$ cat src/rtl/av_ing_pkg.sv
package av_ing_pkg;

  // Place one byte into lane 0..3 of a quadlet, lane 0 being bits 31:24.
  function automatic logic [31:0] lane_insert(input logic [31:0] w,
                                              input logic [7:0]  b,
                                              input logic [1:0]  lane);
    logic [4:0] sh;
    sh = {2'd3 - lane, 3'b000};
    return w | ({24'd0, b} << sh);
  endfunction

endpackage

$ cat src/rtl/av_ing_framer.sv
module av_ing_framer
  import av_ing_pkg::*;
#(
  parameter int PKT_LEN = 188,
  localparam int CW = $clog2(PKT_LEN + 1)
) (
  input  logic        clk,
  input  logic        rst_n,
  input  logic        byte_valid,
  input  logic        pkt_sync,
  input  logic [7:0]  byte_data,
  input  logic        rx_mode,
  input  logic        abort,
  output logic        start,
  output logic        word_rdy,
  output logic        last,
  output logic [31:0] word
);

  logic          active;
  logic [CW-1:0] bcnt;
  logic [31:0]   pack;
  logic          accept;
  logic          cont;
  logic [1:0]    lane;

  assign accept   = byte_valid & ~rx_mode;
  assign start    = accept & pkt_sync;
  assign cont     = accept & ~pkt_sync & active;
  assign lane     = bcnt[1:0];
  assign last     = cont && (bcnt == CW'(PKT_LEN - 1));
  assign word_rdy = cont && ((lane == 2'd3) || last);
  assign word     = lane_insert(pack, byte_data, lane);

  always_ff @(posedge clk or negedge rst_n) begin
    if (!rst_n) begin
      active <= 1'b0;
      bcnt   <= '0;
      pack   <= '0;
    end else if (rx_mode) begin
      active <= 1'b0;
    end else if (start) begin
      active <= ~abort;
      bcnt   <= CW'(1);
      pack   <= lane_insert(32'd0, byte_data, 2'd0);
    end else if (cont) begin
      bcnt <= bcnt + CW'(1);
      pack <= word_rdy ? 32'd0 : word;
      if (last || abort) active <= 1'b0;
    end
  end

  // an open packet never holds a full packet's worth of bytes
  p_count_range_r3: assert property (@(posedge clk) disable iff (!rst_n)
    active |-> (bcnt != '0) && (bcnt < CW'(PKT_LEN)));

endmodule

$ cat src/rtl/av_ing_wrptr.sv
module av_ing_wrptr #(
  parameter int AW    = 10,
  parameter int REC_W = 48,
  localparam int PW   = AW + 1
) (
  input  logic          clk,
  input  logic          rst_n,
  input  logic          rx_mode,
  input  logic          start,
  input  logic          stamp_en,
  input  logic          word_rdy,
  input  logic          last,
  input  logic [PW-1:0] rd_ptr,
  output logic          do_write,
  output logic          ovf_evt,
  output logic          done_evt,
  output logic [AW-1:0] wr_addr,
  output logic [PW-1:0] commit_ptr
);

  localparam logic [PW-1:0] DEPTH_P = PW'(1) << AW;

  function automatic logic [PW-1:0] ring_used(input logic [PW-1:0] head,
                                              input logic [PW-1:0] tail);
    return head - tail;
  endfunction

  logic [PW-1:0] wr_q, commit_q, base;
  logic          need, full;

  assign need     = (start & stamp_en) | word_rdy;
  assign base     = start ? commit_q : wr_q;
  assign full     = ring_used(base, rd_ptr) >= DEPTH_P;
  assign ovf_evt  = need & full;
  assign do_write = need & ~full;
  assign done_evt = word_rdy & last & ~full;
  assign wr_addr  = base[AW-1:0];
  assign commit_ptr = commit_q;

  always_ff @(posedge clk or negedge rst_n) begin
    if (!rst_n) begin
      wr_q     <= '0;
      commit_q <= '0;
    end else if (rx_mode || ovf_evt) begin
      wr_q <= commit_q;
    end else if (start) begin
      wr_q <= commit_q + (stamp_en ? PW'(1) : PW'(0));
    end else if (word_rdy) begin
      wr_q <= wr_q + PW'(1);
      if (done_evt) commit_q <= wr_q + PW'(1);
    end
  end

  // the speculative write position stays within one record of the commit
  p_wr_ahead_r11: assert property (@(posedge clk) disable iff (!rst_n)
    ring_used(wr_q, commit_q) <= PW'(REC_W));

  // no write is issued into a full ring
  p_no_overflow_r9: assert property (@(posedge clk) disable iff (!rst_n)
    do_write |-> ring_used(base, rd_ptr) < DEPTH_P);

endmodule

$ cat src/rtl/av_ingress_stamper.sv
module av_ingress_stamper
  import av_ing_pkg::*;
#(
  parameter int AW      = 10,
  parameter int PKT_LEN = 188,
  parameter int TS_W    = 25,
  localparam int REC_W  = (PKT_LEN + 3) / 4 + 1
) (
  input  logic            clk,
  input  logic            rst_n,
  input  logic            byte_valid,
  input  logic            pkt_sync,
  input  logic [7:0]      byte_data,
  input  logic            stamp_en,
  input  logic            rx_mode,
  input  logic [TS_W-1:0] cycle_time,
  input  logic [AW:0]     rd_ptr,
  output logic            wr_en,
  output logic [AW-1:0]   wr_addr,
  output logic [31:0]     wr_data,
  output logic            pkt_done,
  output logic [AW:0]     commit_ptr,
  output logic            sync_err,
  output logic            ovf_flag
);

  logic          start_w, word_rdy_w, last_w;
  logic [31:0]   word_w, stamp_w, wdata_w;
  logic          do_write_w, ovf_evt_w, done_w;
  logic [AW-1:0] addr_w;

  assign stamp_w = {{(32 - TS_W){1'b0}}, cycle_time};
  assign wdata_w = start_w ? stamp_w : word_w;

  av_ing_framer #(.PKT_LEN(PKT_LEN)) u_framer (
    .clk        (clk),
    .rst_n      (rst_n),
    .byte_valid (byte_valid),
    .pkt_sync   (pkt_sync),
    .byte_data  (byte_data),
    .rx_mode    (rx_mode),
    .abort      (ovf_evt_w),
    .start      (start_w),
    .word_rdy   (word_rdy_w),
    .last       (last_w),
    .word       (word_w)
  );

  av_ing_wrptr #(.AW(AW), .REC_W(REC_W)) u_wrptr (
    .clk        (clk),
    .rst_n      (rst_n),
    .rx_mode    (rx_mode),
    .start      (start_w),
    .stamp_en   (stamp_en),
    .word_rdy   (word_rdy_w),
    .last       (last_w),
    .rd_ptr     (rd_ptr),
    .do_write   (do_write_w),
    .ovf_evt    (ovf_evt_w),
    .done_evt   (done_w),
    .wr_addr    (addr_w),
    .commit_ptr (commit_ptr)
  );

  always_ff @(posedge clk or negedge rst_n) begin
    if (!rst_n) begin
      wr_en    <= 1'b0;
      wr_addr  <= '0;
      wr_data  <= '0;
      pkt_done <= 1'b0;
      sync_err <= 1'b0;
      ovf_flag <= 1'b0;
    end else begin
      wr_en    <= do_write_w;
      pkt_done <= done_w;
      sync_err <= pkt_sync & ~byte_valid;
      ovf_flag <= ovf_flag | ovf_evt_w;
      if (do_write_w) begin
        wr_addr <= addr_w;
        wr_data <= wdata_w;
      end
    end
  end

  // receive mode blocks the write port
  p_no_write_rx_r8: assert property (@(posedge clk) disable iff (!rst_n)
    rx_mode |=> !wr_en);

  // a strobe without valid writes nothing
  p_err_no_write_r6: assert property (@(posedge clk) disable iff (!rst_n)
    (pkt_sync && !byte_valid) |=> !wr_en);

  // overflow flag is sticky
  p_ovf_sticky_r9: assert property (@(posedge clk) disable iff (!rst_n)
    ovf_flag |=> ovf_flag);

  // a done pulse always comes with a moved commit pointer and a write
  p_done_commit_r3: assert property (@(posedge clk) disable iff (!rst_n)
    pkt_done |-> (wr_en && commit_ptr != $past(commit_ptr)));

endmodule

$ cat config.mk
export PLATFORM = sky130hd
export DESIGN_NAME = av_ingress_stamper
export DESIGN_NICKNAME = d
export VERILOG_FILES = /design/src/rtl/av_ing_pkg.sv /design/src/rtl/av_ing_framer.sv /design/src/rtl/av_ing_wrptr.sv /design/src/rtl/av_ingress_stamper.sv
export SDC_FILE = /design/constraint.sdc
export NUM_CORES = 1
export LEC_CHECK = 0
export BUFFER_PORTS_ARGS = -buffer_cell sky130_fd_sc_hd__buf_2
export CORE_UTILIZATION = 30
export DETAILED_ROUTE_END_ITERATION = 16
export PLACE_DENSITY_LB_ADDON = 0.1
export SLEW_MARGIN = 20
export SYNTH_ARGS = -nofsm -noshare
export SYNTH_HDL_FRONTEND = slang
export SYNTH_SLANG_ARGS = --single-unit
$ cat constraint.sdc
create_clock -name clk -period 2.6 [get_ports clk]
set_input_delay 0.13 -clock clk [delete_from_list [all_inputs] [get_ports clk]]
set_output_delay 0.13 -clock clk [all_outputs]
set_load 0.01 [all_outputs]
Yosys cells after proc, flatten, opt, wreduce, memory -nomap -nowiden
Cells that the tools add are included.
{ "totals": {"romBits": 0, "out_inout_bits": 57, "ram_bits": 0, "n_memories": 0, "regBits": 109, "wordCells": 67, "in_bits": 50, "latch_bits": 0} }
{ "op_classes": {"n_reduce_logical": 12, "n_lt_le_gt_ge": 1, "multipliers": 0, "eq_ne": 2, "addsub": 5, "bitwise": 20, "shifts": 1, "n_mux": 15, "n_div": 0} }
{ "op_table": {"columns": ["operator", "count"], "rows": [
  ["32-bit 2-to-1 mux", 4],
  ["11-bit 2-to-1 mux", 4],
  ["32-bit bitwise OR", 1],
  ["8-bit by 5-bit << shifter with 32-bit output", 1],
  ["8-bit 2-to-1 mux", 2],
  ["11-bit by 1-bit adder with 11-bit output (second input constant)", 1],
  ["11-bit adder", 1],
  ["11-bit greater-or-equal comparator (second input constant)", 1],
  ["11-bit subtractor", 1],
  ["1-bit bitwise AND", 10],
  ["3-bit nonzero test", 3],
  ["8-bit by 1-bit adder with 8-bit output (second input constant)", 1],
  ["8-bit == test (second input constant)", 1],
  ["1-bit NOT", 7],
  ["1-bit 2-to-1 mux", 5],
  ["2-bit AND reduction", 2],
  ["4-bit AND reduction", 1],
  ["1-bit logical OR", 3],
  ["2-bit == test (second input constant)", 1],
  ["1-bit logical AND", 2],
  ["1-bit bitwise OR", 2],
  ["2-bit nonzero test", 1],
  ["2-bit subtractor (first input constant)", 1]
]} }

Depth between registers and ports, before layout
{ "logic_depth": {"word_depth": 14, "ltp_mapped": 14, "depth_no_buf": 11} }

Modules after synthesis
From an unflattened synthesis, not the netlist that was laid out.
{ "hier_totals": {"cells_unflattened": 585, "area_unflattened_um2": 5979.5} }
{ "modules_own_cells": {"columns": ["module", "seq_area_each_um2", "cells_per_inst", "area_each_um2", "n_inst"], "rows": [
  ["av_ing_framer", 1026.0, 208, 2085.8, 1],
  ["av_ingress_stamper", 1151.1, 166, 1969.4, 1],
  ["av_ing_wrptr", 550.5, 211, 1924.3, 1]
]} }

Least setup slack after synthesis
Ideal clock, no wire load.
{ "synth_timing": {"path_kind": "in2reg", "start": "input rx_mode", "end": "register u_wrptr.wr_q[4]", "setup_time_ps": 126, "t_arrival_ps": 2888, "path_buffers": 4, "stages": 13, "required_ps": 2474, "setup_slack_ps": -414, "cell_sequence": "nand3b_1 > clkbuf_1 > buf_1 > buf_1 > a21oi_1 > ha_1 > nor2b_1 > o211ai_1 > a211oi_2 > o211a_1 > clkbuf_1 > nor3_4 > a221o_1"} }
{ "synth_via": {"elab_chain_len": 11, "word_cells_on_any_way": 18, "cone_classes": "add/sub: 1; order compare: 1; mux: 3; bitwise: 8; reduce/logical: 5"} }
{ "synth_rtl": {"columns": ["item", "line_no", "rtl"], "rows": [
  ["start, declared", "av_ingress_stamper.sv:15", "input logic rx_mode,"],
  ["branches (longest 11 deep; another with 11-bit subtractor)", null, null],
  ["end signal, assigned", "av_ing_wrptr.sv:45", "wr_q <= commit_q;"],
  ["end signal, assigned", "av_ing_wrptr.sv:47", "wr_q <= commit_q + (stamp_en ? PW'(1) : PW'(0));"],
  ["end signal, assigned", "av_ing_wrptr.sv:49", "wr_q <= wr_q + PW'(1);"],
  ["end, declared", "av_ing_wrptr.sv:28", "logic [PW-1:0] wr_q, commit_q, base;"]
]} }
Parallel ways; which one is timed is not known.
A chain may end at the register's enable or synchronous reset.

Worst setup path after layout
{ "layout_timing": {"start": "register u_wrptr.wr_q[9]", "end": "register wr_data[9]"} }
{ "layout_via": {"elab_chain_len": 5} }
{ "layout_rtl": {"columns": ["item", "line_no", "rtl"], "rows": [
  ["11-bit 2-to-1 mux", "av_ing_wrptr.sv:32", "assign base = start ? commit_q : wr_q;"],
  ["net addr_w[9]", "av_ingress_stamper.sv:30", "logic [AW-1:0] addr_w;"],
  ["11-bit subtractor", "av_ing_wrptr.sv:25", "return head - tail;"],
  ["11-bit greater-or-equal comparator", "av_ing_wrptr.sv:33", "assign full = ring_used(base, rd_ptr) >= DEPTH_P;"],
  ["1-bit NOT", "av_ing_wrptr.sv:35", "assign do_write = need & ~full;"],
  ["1-bit bitwise AND", "av_ing_wrptr.sv:35", null],
  ["end signal, assigned", "av_ingress_stamper.sv:80", "wr_data <= wdata_w;"],
  ["end, declared", "av_ingress_stamper.sv:20", "output logic [31:0] wr_data,"]
]} }
The timed path passes the listed nets, and every way through them passes these cells.

==> flow_results.org <==
** Run status
- The run finished, with violations left.
- Failing checks :: negative setup slack

** Synthesis
- Yosys mapped the design onto 56 distinct sky130hd cell types.
- Of all flip-flops after synthesis, the portion carrying an async set or reset was 1.000.
- Area share of the largest cell type after synthesis :: 0.4717
- For this run, the number of Yosys warnings is 0.
- Synthesis produced a netlist whose cell count is 604.
- The largest total area in the synthesized netlist belongs to sky130_fd_sc_hd__dfrtp_1.
- The number of nets in the synthesized netlist is 668.
- Synth Flop Type :: sky130_fd_sc_hd__dfrtp_1
- After synthesis the cells add up to 5783 µm².
- By count the netlist is led by sky130_fd_sc_hd__dfrtp_1, sky130_fd_sc_hd__a21oi_1, sky130_fd_sc_hd__nor2_1.
- The average instance in the mapped netlist occupies 9.575 µm².
- Cell with the most instances after synthesis :: sky130_fd_sc_hd__dfrtp_1
- In this run, synthesis produced a sequential element count of 109.
- Counting flops with a built-in enable in the synthesized netlist gives 0.
- Ranked by total cell area, the synthesized netlist is headed by sky130_fd_sc_hd__dfrtp_1, sky130_fd_sc_hd__mux2_1, sky130_fd_sc_hd__a21oi_1, sky130_fd_sc_hd__nor2_1, sky130_fd_sc_hd__ha_1.
- The share of the Yosys chip area taken by registers is 0.4717.

** Routing
- The first detailed-routing pass took 5 iterations.
- Count of vias placed by the detailed router :: 5213
- Average via count per standard cell :: 4.984
- Initial drt markers :: 311
- Final Routed Wirelength :: 18660 µm
- Residual DRC :: 0
- After detailed routing, the average wire length per cell comes to 17.84 µm.
- DRT antenna net count :: 0

** Final layout
- Relative to the synthesized area, the layout overhead comes to 35.63%.
- Ratio of cells with drive above 1 in the final layout :: 0.3588
- After filler insertion, the fill cell instance count of the layout stands at 1915.
- At the end of the flow, the number of nets in the layout was 845.
- Area occupied by registers :: 2728 µm²
- 0 antenna diodes ended up in the layout.
- Once layout is done, the placed cells without fillers occupy 7844 µm².
- In the final layout, the multi-input gates occupy roughly 3000 µm².
- Post-route non-filler standard cell count :: about 1000

** Die
- The die covers 19840 µm².
- In this run the vertical extent of the chip is 140.8 µm.
- Initial standard-cell utilization of the core :: 0.3071
- Row generation in the floorplan step produced 50 rows.
- I/O pins :: 107
- The die is 140.8 µm wide.
- The core region is approximately 19000 µm².

** Place
- Detailed-placement wirelength estimate :: 13000 µm
- Placed insts :: 1004
- Once placement finished, the instance area stood at between 7000 and 8000 µm².
- Number of buffer cells added on primary ports :: 106
- Routability-driven placement finished with a final weighted congestion of 0.8541.
- Worst setup slack before clock tree synthesis :: -0.4946 ns

** Clock tree
- Total CTS buffers :: 9
- Worst-skew pair later-pin latency :: 0.36 ns
- Counting along the longest clock path gives a buffer depth of 2.
- Clock tree from TritonCTS :: yes
- The H-tree generated during clock tree synthesis spans 3 levels.
- The tree is rooted in a sky130_fd_sc_hd__clkbuf_16.
- Clock-pin slew of the registers on the worst-case setup and hold paths :: 0.08 ns
- Clock tree synthesis found a total of 109 sinks.

** Power and ir drop
- Net Switching :: 1.613 mW
- The share of total power dissipated in the clock network is 0.274.
- After layout, the design draws a total of 4.999 mW.
- Worst supply voltage drop on vdd :: 0.0003477 V
- Of the total power, combinational logic draws 0.288.
- The internal portion of the total power is 3.386 mW.
- Power spread over the standard cell area amounts to 637.4 nW/µm².
- Of the total power, the share spent switching nets is 0.3227.
- Of the total power, registers draw 0.438.
- In this run the static leakage power is between 3 and 4 nW.

** STA
- Unrepaired setup endpoints after global routing :: true
- For the final database, setup skew stands at 0.01007 ns.
- The number of hold-slack violations in the final timing report was 0.
- Final Setup Violations :: 1
- In this run the tightest slew margin relative to its limit is 0.5804.
- Based on the critical path, the design can be clocked at up to 0.3844 GHz.
- The number of max-slew violations in the final report is 0.
- Tightest Pin Transition :: 0.6282 ns
- Dividing the final minimum period by the clock period gives 1.001.
- Final critical-path required period :: about 2.6 ns
- After layout, the worst setup slack is -0.001655 ns.

** GRT
- Global routing met1 resource utilization :: 0.2477
- Met3 capacity usage during global routing :: 0.02649
- Wire length of the first global-routing pass :: 28170 µm
- Most congested layer reported by global routing :: met2
- For this run, the total global-route usage over all layers was measured as 0.1857.
- Fraction of met2 tracks used by global routing :: 0.3022
- Antenna violations before repair :: 0
- Maximum number of pins on one net before global-route repair :: 63
- Via count of the first global-routing pass :: 5081
- For this run the aggregate overflow at the end of global routing stands at 0.

** Flow run
- Count of max-cap constraint violations :: 0

** Critical path
- Startpoint-to-endpoint class of the critical path :: flop to flop
- Crit path launch type :: flop
- CP required :: 2.85 ns
- Maximum fanout along the worst path :: 5
- STA classifies the critical path endpoint as a flop.
- Minimum setup slack among reg-to-reg paths :: -0.002 ns
- At the worst endpoint, the arrival time is 2.85 ns.

** Worst hold path
- Class of the tightest hold or removal check :: input port to flop
-- cells in the final DEF, fill, tap and decap left out, types with 4 or more instances in the layout --
cell                        Yosys  routed
sky130_fd_sc_hd__dfrtp_1      109     109
sky130_fd_sc_hd__buf_2          3     106
sky130_fd_sc_hd__a21oi_1       96      93
sky130_fd_sc_hd__buf_4          1      84
sky130_fd_sc_hd__nor2_1        81      80
sky130_fd_sc_hd__nand2_1       41      38
sky130_fd_sc_hd__mux2_4         0      30
sky130_fd_sc_hd__nor3_1        30      30
sky130_fd_sc_hd__inv_1         18      17
sky130_fd_sc_hd__mux2_1        45      16
sky130_fd_sc_hd__nand3_1       15      14
sky130_fd_sc_hd__clkbuf_16      0      12
sky130_fd_sc_hd__xor2_1        10      10
sky130_fd_sc_hd__ha_1          14      10
sky130_fd_sc_hd__a22o_1         9       9
sky130_fd_sc_hd__xnor2_1        8       8
sky130_fd_sc_hd__a31oi_1        8       8
sky130_fd_sc_hd__o21ai_0       10       6
sky130_fd_sc_hd__nand4_1        5       5
sky130_fd_sc_hd__nor4_1         5       5
sky130_fd_sc_hd__mux2_2         6       5
sky130_fd_sc_hd__buf_6          4       5
sky130_fd_sc_hd__nor2b_1        4       4
sky130_fd_sc_hd__o211ai_1       4       4
sky130_fd_sc_hd__ha_4           0       4
-- through the flow --
stage / utilization / setup TNS [ns] / hold slack [ns]
2_1_floorplan: - / -5.939 / -0.1656
3_3_place_gp: 0.3792 / -24.40 / 0.1520
3_5_place_dp: 0.3792 / -27.65 / 0.1521
4_1_cts: 0.3981 / 0 / 0.07715
5_1_grt: 0.4165 / -1.480 / 0.08492
6_report: 0.4165 / -0.001655 / 0.08805
-- timing repair --
| action | in CTS | in global routing |
|---|---|---|
| hold buffers | 1 | 0 |
| setup endpoints to repair | 63 | 58 |
| endpoints found under the hold margin | 36 | 0 |
| buffers inserted | 3 | 16 |
| cloned | 0 | 6 |
| resized for setup | 10 | 26 |
| pin swaps | 2 | 11 |
-- cell type report --
type                            instances  share of cell area
Sequential cell                       109              0.3477
Clock buffer                           10             0.02919
Inverter                               18            0.008614
Multi-Input combinational cell        440              0.3908
Clock inverter                          6            0.006540
Tap cell                              260             0.04147
Timing Repair Buffer                  203              0.1756
-- worst paths after layout --
check,start,end,depth (start not counted)
worst max register to register,u_wrptr.wr_q[9],wr_data[9],10
max in group asynchronous,rst_n,u_framer.pack[18],3
min in group asynchronous,rst_n,pkt_done,2
worst max-delay path,u_wrptr.wr_q[9],wr_data[9],10
worst min register to register,wr_data[18],wr_data[18],1
worst min-delay path,byte_valid,sync_err,3
-- flip-flops by register name, summed over array words and instances (netlist names), 8 cells and up --
register	cells
u_framer.bcnt	8
u_framer.pack	32
u_wrptr.commit_ptr	11
u_wrptr.wr_q	11
wr_addr	10
wr_data	32
-- power by group through the flow --
stage | registers, mW | logic (mW) | clock network [mW]
2_1_floorplan | 2.29 | 0.657 | 0
3_3_place_gp | 2.21 | 1.33 | 0
3_5_place_dp | 2.21 | 1.35 | 0
4_1_cts | 2.19 | 1.37 | 1.42
5_1_grt | 2.23 | 1.58 | 1.48
6_report | 2.19 | 1.44 | 1.37
-- metal layers --
metal / vias to the layer above / share of wire
met5: - / 0
met4: 0 / 0.023
met3: 25 / 0.043
met2: 151 / 0.47
met1: 2543 / 0.46
li1: 2494 / -
-- cells by family after synthesis --
group,after synthesis,synth area share
AND/OR/NAND/NOR,200,0.1636
adder cells (fa/ha/maj),14,0.03029
buffers and inverters,56,0.04284
XOR/XNOR,19,0.03007
multiplexers,55,0.1069
AO/OA/AOI/OAI,151,0.1547
flip-flops,109,0.4717
-- critical path, stage by stage (launching register included) --
cell and delay, ns:
sky130_fd_sc_hd__dfrtp_1 0.35, sky130_fd_sc_hd__inv_1 0.08, sky130_fd_sc_hd__o21ai_4 0.21, sky130_fd_sc_hd__ha_4 0.24, sky130_fd_sc_hd__nand4_1 0.11, sky130_fd_sc_hd__nor2_1 0.06
sky130_fd_sc_hd__a211o_1 0.31, sky130_fd_sc_hd__or3_4 0.43, sky130_fd_sc_hd__nand3_4 0.19, sky130_fd_sc_hd__clkbuf_16 0.19, sky130_fd_sc_hd__mux2_1 0.32
Power figures use the tool's default switching activity.
